===== src/rtl/sar_pkg.sv =====
package sar_pkg;
  localparam int CTL_START_BIT = 7;
  localparam int CTL_HALF_BIT  = 6;
  localparam int CTL_W         = 8;
endpackage


===== src/rtl/sar_ce_gen.sv =====
module sar_ce_gen (
  input  logic clk,
  input  logic rst_n,
  input  logic start,
  input  logic busy,
  input  logic half_rate,
  output logic ce
);
  logic div_q, div_d;

  always_comb begin
    div_d = div_q;
    if (start)     div_d = 1'b0;
    else if (busy) div_d = ~div_q;
  end

  always_ff @(posedge clk or negedge rst_n) begin
    if (!rst_n) div_q <= 1'b0;
    else        div_q <= div_d;
  end

  assign ce = busy & (half_rate ? div_q : 1'b1);
endmodule


===== src/rtl/sar_timeline.sv =====
module sar_timeline #(
  parameter int TOTAL  = 26,
  parameter int SAMPLE = 6,
  parameter int RES_W  = 8
) (
  input  logic                     clk,
  input  logic                     rst_n,
  input  logic                     start,
  input  logic                     busy,
  input  logic                     ce,
  output logic                     in_sample,
  output logic                     in_decide,
  output logic [$clog2(RES_W)-1:0] dec_bit,
  output logic                     last_tick
);
  localparam int CW = $clog2(TOTAL);
  localparam int BW = $clog2(RES_W);
  localparam logic [CW-1:0] SAMPLE_C = CW'(SAMPLE);
  localparam logic [CW-1:0] DEC_END  = CW'(SAMPLE + RES_W);
  localparam logic [CW-1:0] LAST_C   = CW'(TOTAL - 1);
  localparam logic [BW-1:0] TOP_BIT  = BW'(RES_W - 1);

  logic [CW-1:0] cnt_q, cnt_d;
  logic [CW-1:0] dec_off;

  always_comb begin
    cnt_d = cnt_q;
    if (start)   cnt_d = '0;
    else if (ce) cnt_d = cnt_q + 1'b1;
  end

  always_ff @(posedge clk or negedge rst_n) begin
    if (!rst_n) cnt_q <= '0;
    else        cnt_q <= cnt_d;
  end

  assign dec_off   = cnt_q - SAMPLE_C;
  assign in_sample = busy && (cnt_q < SAMPLE_C);
  assign in_decide = busy && (cnt_q >= SAMPLE_C) && (cnt_q < DEC_END);
  assign dec_bit   = TOP_BIT - dec_off[BW-1:0];
  assign last_tick = ce && (cnt_q == LAST_C);
endmodule


===== src/rtl/sar_decide.sv =====
module sar_decide #(
  parameter int RES_W = 8
) (
  input  logic                     clk,
  input  logic                     rst_n,
  input  logic                     start,
  input  logic                     ce,
  input  logic                     in_decide,
  input  logic [$clog2(RES_W)-1:0] dec_bit,
  input  logic                     last_tick,
  input  logic                     cmp_in,
  output logic [RES_W-1:0]         trial_code,
  output logic [RES_W-1:0]         result
);
  logic [RES_W-1:0] sar_q, sar_d;
  logic [RES_W-1:0] res_q, res_d;
  logic [RES_W-1:0] mask;

  always_comb begin
    mask = '0;
    mask[dec_bit] = 1'b1;
  end

  always_comb begin
    sar_d = sar_q;
    if (start) sar_d = '0;
    else if (ce && in_decide) sar_d[dec_bit] = cmp_in;
  end

  always_comb begin
    res_d = res_q;
    if (last_tick) res_d = sar_q;
  end

  always_ff @(posedge clk or negedge rst_n) begin
    if (!rst_n) begin
      sar_q <= '0;
      res_q <= '0;
    end else begin
      sar_q <= sar_d;
      res_q <= res_d;
    end
  end

  assign trial_code = in_decide ? (sar_q | mask) : sar_q & {RES_W{~in_decide}} & '0;
  assign result     = res_q;
endmodule


===== src/rtl/sar_adc_seq.sv =====
module sar_adc_seq #(
  parameter int RES_W  = 8,
  parameter int N_CH   = 6,
  parameter int SAMPLE = 6,
  parameter int TOTAL  = 26
) (
  input  logic                    clk,
  input  logic                    rst_n,
  input  logic                    ctl_wr,
  input  logic [7:0]              ctl_wdata,
  input  logic                    res_rd,
  input  logic                    cmp_in,
  output logic [$clog2(N_CH)-1:0] chan_sel,
  output logic                    sample_en,
  output logic [RES_W-1:0]        trial_code,
  output logic [RES_W-1:0]        result,
  output logic                    busy,
  output logic                    done,
  output logic                    irq
);
  import sar_pkg::*;
  localparam int CH_W = $clog2(N_CH);
  localparam int BW   = $clog2(RES_W);
  localparam logic [CH_W-1:0] CH_MAX = CH_W'(N_CH - 1);

  logic            busy_q, busy_d;
  logic            done_q, done_d;
  logic            irq_q;
  logic            clksel_q, clksel_d;
  logic [CH_W-1:0] ch_q, ch_d, ch_in;
  logic            cfg_wr, start;
  logic            ce, in_sample, in_decide, last_tick;
  logic [BW-1:0]   dec_bit;

  assign cfg_wr = ctl_wr & ~busy_q;
  assign start  = cfg_wr & ctl_wdata[CTL_START_BIT];
  assign ch_in  = (ctl_wdata[CH_W-1:0] > CH_MAX) ? CH_MAX : ctl_wdata[CH_W-1:0];

  always_comb begin
    ch_d     = ch_q;
    clksel_d = clksel_q;
    busy_d   = busy_q;
    done_d   = done_q;
    if (cfg_wr) begin
      ch_d     = ch_in;
      clksel_d = ctl_wdata[CTL_HALF_BIT];
    end
    if (start)          busy_d = 1'b1;
    else if (last_tick) busy_d = 1'b0;
    if (last_tick)               done_d = 1'b1;
    else if (start || res_rd)    done_d = 1'b0;
  end

  always_ff @(posedge clk or negedge rst_n) begin
    if (!rst_n) begin
      ch_q     <= '0;
      clksel_q <= 1'b0;
      busy_q   <= 1'b0;
      done_q   <= 1'b0;
      irq_q    <= 1'b0;
    end else begin
      ch_q     <= ch_d;
      clksel_q <= clksel_d;
      busy_q   <= busy_d;
      done_q   <= done_d;
      irq_q    <= last_tick;
    end
  end

  sar_ce_gen u_ce (
    .clk(clk), .rst_n(rst_n), .start(start), .busy(busy_q),
    .half_rate(clksel_q), .ce(ce)
  );

  sar_timeline #(.TOTAL(TOTAL), .SAMPLE(SAMPLE), .RES_W(RES_W)) u_tl (
    .clk(clk), .rst_n(rst_n), .start(start), .busy(busy_q), .ce(ce),
    .in_sample(in_sample), .in_decide(in_decide), .dec_bit(dec_bit),
    .last_tick(last_tick)
  );

  sar_decide #(.RES_W(RES_W)) u_dec (
    .clk(clk), .rst_n(rst_n), .start(start), .ce(ce),
    .in_decide(in_decide), .dec_bit(dec_bit), .last_tick(last_tick),
    .cmp_in(cmp_in), .trial_code(trial_code), .result(result)
  );

  assign chan_sel  = ch_q;
  assign sample_en = in_sample;
  assign busy      = busy_q;
  assign done      = done_q;
  assign irq       = irq_q;
endmodule


===== config.mk =====
export PLATFORM = sky130hd
export DESIGN_NAME = sar_adc_seq
export DESIGN_NICKNAME = d
export VERILOG_FILES = /design/src/rtl/sar_pkg.sv /design/src/rtl/sar_ce_gen.sv /design/src/rtl/sar_timeline.sv /design/src/rtl/sar_decide.sv /design/src/rtl/sar_adc_seq.sv
export SDC_FILE = /design/constraint.sdc
export NUM_CORES = 1
export LEC_CHECK = 0
export ABC_AREA = 1
export BUFFER_PORTS_ARGS = -buffer_cell sky130_fd_sc_hd__buf_4
export CAP_MARGIN = 20
export CORE_MARGIN = 2
export CORE_UTILIZATION = 45
export CTS_BUF_LIST = sky130_fd_sc_hd__clkbuf_4
export CTS_CLUSTER_SIZE = 14
export DETAILED_ROUTE_END_ITERATION = 10
export PLACE_DENSITY = 0.68
export SLEW_MARGIN = 10
export SYNTH_ARGS = -nofsm -noshare
export SYNTH_HDL_FRONTEND = slang
export SYNTH_SLANG_ARGS = --single-unit

===== constraint.sdc =====
create_clock -name clk -period 3.57 [get_ports clk]
set_clock_uncertainty 0.2 [all_clocks]
set_input_delay 0.1785 -clock clk [delete_from_list [all_inputs] [get_ports clk]]
set_output_delay 0.1785 -clock clk [all_outputs]
set_load 0.005 [all_outputs]

==> flow_summary_export.csv <==
group,metric,value,unit
status,outcome,"finished clean",
setup_path,crit_buf_inv,5,
route,vias,1390,
setup_path,cp.required,3.58,ns
route,drt-initial-drc-count,54,
hold_path,hp-start,"ctl_wr",
power,internal-power,0.849,mW
floorplanning,die_x,63.4,um
synthesis,synth_ff_type,"dfrtp_1",
layout,final_cell_count_no_fill,288,
synthesis,synth_seq_cells,29,
layout,fin_area,1990,sq um
synthesis,synthCells,197,
route,avgRoutedWirePerCell,11.8,um
synthesis,yosysWarnings,0,
place,dp_hpwl,2320,um
route,via_per_inst,4.83,
cts,cts_buffer_depth,2,
global_route,antenna_found_initial,0,
sta,setup-tns-final,0,ns
layout,fill_cells,342,
sta,rsz0062_at_grt,"false",
layout,drive_gt1_frac,0.273,
cts,post_cts_buffers,0,
setup_path,slowest_delay,0.57,ns
setup_path,crit_cells,8,
sta,tightest_slew,0.395,ns
layout,syn2layout_area_growth,25.4,%
power,power.switching,0.730,mW
synthesis,seq_area_frac_synth,0.457,
setup_path,cp_data_arrival_time,2.33,ns
global_route,grt_max_degree,30,
setup_path,rr_startpoint,"busy",
synthesis,async_flop_share,1.00,
synthesis,syn-num-nets,212,
floorplanning,rows,21,
sta,holdWs,0.00196,ns
global_route,grt_pass1_vias,1401,
setup_path,reg2reg_depth,7,
floorplanning,io_pins,36,
place,io_buffers,32,
job,drv_cap,0,
sta,finalMaxSlewViolations,0,
cts,cts-htree-levels,2,
setup_path,crit_type,"in -> reg",
sta,min_period_over_period,0.647,
power,powerDensity,793,nW/um^2
power,p_leak,1.02,nW
global_route,grtUsageTotal,0.202,
sta,slew_headroom,0.737,
setup_path,regToRegSetupSlack,1.29,ns
hold_path,min_path_cells,4,
place,placed_area,1840,sq um
hold_path,hold_path_class,"in -> reg",
sta,timing.fmax,433,MHz
global_route,grt_pass1_wl,6210,um
setup_path,crit_path_end_kind,"flip-flop",
cts,ctsResizeCount,0,
power,ir_drop,0.464,mV
setup_path,cp_common_cell,"dlygate4sd3_1",
sta,setup_violations,0,
cts,cts_tree,"done",
hold_path,holdPathEnd,"chan_sel[1]",
cts,clk_pin_slew,0.08,ns
cts,ctsRootBufferMaster,"clkbuf_4",
layout,antenna_cells,0,
floorplanning,die_h,63.4,um
place,gp_congestion,0.846,
layout,final_nets,256,
route,drt_pass1_iterations,4,
synthesis,syn_area,1590,sq um
synthesis,ys_types,25,
route,post-route-drc-count,0,
sta,final.min_clock_period,2.31,ns
setup_path,cp_cell_sequence,"dlygate4sd3_1 -> buf_4 -> nand2_1 -> inv_1 -> o21ai_0 -> dlygate4sd3_1 -> nand2_1 -> dlygate4sd3_1",
cts,numCtsBuffers,5,
cts,ctsHoldBuffers,10,
floorplanning,start_util,0.472,
cts,clk_latency,0.34,ns
setup_path,crit_slowest_cell,"dlygate4sd3_1",
power,swShare,0.462,
synthesis,synth_edf_count,0,
floorplanning,core,3360,sq um
setup_path,path_delay_family,"buffers and inverters",
setup_path,path_max_fanout,2,
power,seq_power_share,0.337,
power,clkPwrFrac,0.118,
place,dp.cells,270,
global_route,overflow,0,
synthesis,avgSynthCellArea,8.07,sq um
route,ant_nets,0,
floorplanning,dieArea,4020,sq um
setup_path,r2r-end,"chan_sel[0]",
setup_path,start_kind,"input pin",
sta,hold_violations,0,
route,drt-total-wl,3400,um
power,power_frac_comb,0.545,
cts,clock_sinks,29,
## cells in the final DEF (no fill, tap or decap), drive strengths merged
| cell type | synthesis | final |
|---|---|---|
| buf | 5 | 32 |
| nand3 | 22 | 22 |
| nand2 | 46 | 46 |
| nor3 | 2 | 2 |
| nor2 | 29 | 29 |
| clkinv | 0 | 3 |
| o21ai | 14 | 14 |
| clkbuf | 0 | 5 |
| o31ai | 1 | 1 |
| o22ai | 1 | 1 |
| dfrtp | 29 | 29 |
| dlygate4sd3 | 0 | 10 |
| a21oi | 15 | 15 |
| inv | 28 | 28 |
| ha | 2 | 2 |
| nand4 | 3 | 3 |
## area by class of cell
| cell class | count | area (sq um) | area share |
|---|---|---|---|
| clock buffer | 5 | 37.5 | 0.0188 |
| clock inverter | 3 | 12.5 | 0.00628 |
| inverter | 28 | 113 | 0.0565 |
| multi-input combinational | 135 | 706 | 0.354 |
| sequential | 29 | 726 | 0.364 |
| tap | 46 | 57.6 | 0.0289 |
| timing repair buffer | 42 | 340 | 0.171 |
## power groups by stage
stage | logic, mW | clock network [mW] | registers, mW
after floorplan | 0.617 | 0 | 0.508
after CTS | 0.865 | 0.192 | 0.533
after global placement | 0.818 | 0 | 0.537
after detailed placement | 0.826 | 0 | 0.539
after global routing | 0.988 | 0.210 | 0.551
final | 0.861 | 0.187 | 0.532
## worst reg2reg max path: cells and delay by family (launching register included)
family / cells / cell delay, ns
buffers and inverters: 4 / 1.35
DFF: 1 / 0.42
and+or+nand+nor: 2 / 0.17
AOI/OAI and AO/OA: 1 / 0.10
## kinds of logic after synthesis
logic type	count (synthesis)	synth area share
simple gates	102	0.295
buf+inv	33	0.0992
compound gates	31	0.133
flops	29	0.457
fa+ha+maj	2	0.0157
## worst max path at each step
stage | start | to
3_5_place_dp | u_tl.cnt_q[2] | trial_code[4]
2_1_floorplan | u_tl.cnt_q[1] | u_dec.result[2]
6_report | ctl_wdata[2] | chan_sel[0]
4_1_cts | busy | chan_sel[0]
5_1_grt | busy | chan_sel[0]
3_3_place_gp | u_tl.cnt_q[2] | trial_code[4]
## state kept, by name, summed over array words and instances, names as in the netlist
register / flops
u_dec.sar_q: 8
irq: 1
clksel_q: 1
busy: 1
u_ce.div_q: 1
chan_sel: 3
u_dec.result: 8
u_tl.cnt_q: 5
done: 1
## layer usage
metal	track usage	share of wire	vias up
li1	-	-	718
met4	0.0734	0.015	0
met5	0	0	-
met2	0.311	0.46	30
met3	0.0661	0.046	5
met1	0.266	0.48	637
## per-stage QoR
stage / power, mW / utilization / setup slack, ns
after floorplan: 1.12 / - / 1.98
after global placement: 1.36 / 0.548 / 1.81
after detailed placement: 1.36 / 0.548 / 1.80
after CTS: 1.59 / 0.592 / 1.34
after global routing: 1.75 / 0.592 / 1.15
final: 1.58 / 0.592 / 1.26
## synthesized netlist by cell type, types with 2 or more instances
cell / instances / area share
o21ai_2: 8 / 0.044
nand2_2: 5 / 0.020
nand3_1: 21 / 0.066
buf_6: 3 / 0.021
nand2_1: 41 / 0.097
a21oi_1: 9 / 0.028
nand4_1: 3 / 0.012
ha_1: 2 / 0.016
a21oi_2: 6 / 0.033
nor3_1: 2 / 0.0063
o21ai_0: 5 / 0.016
dfrtp_1: 29 / 0.46
nor2_1: 27 / 0.064
inv_1: 22 / 0.052
inv_2: 4 / 0.0094
(Power assumes the default switching activity.)
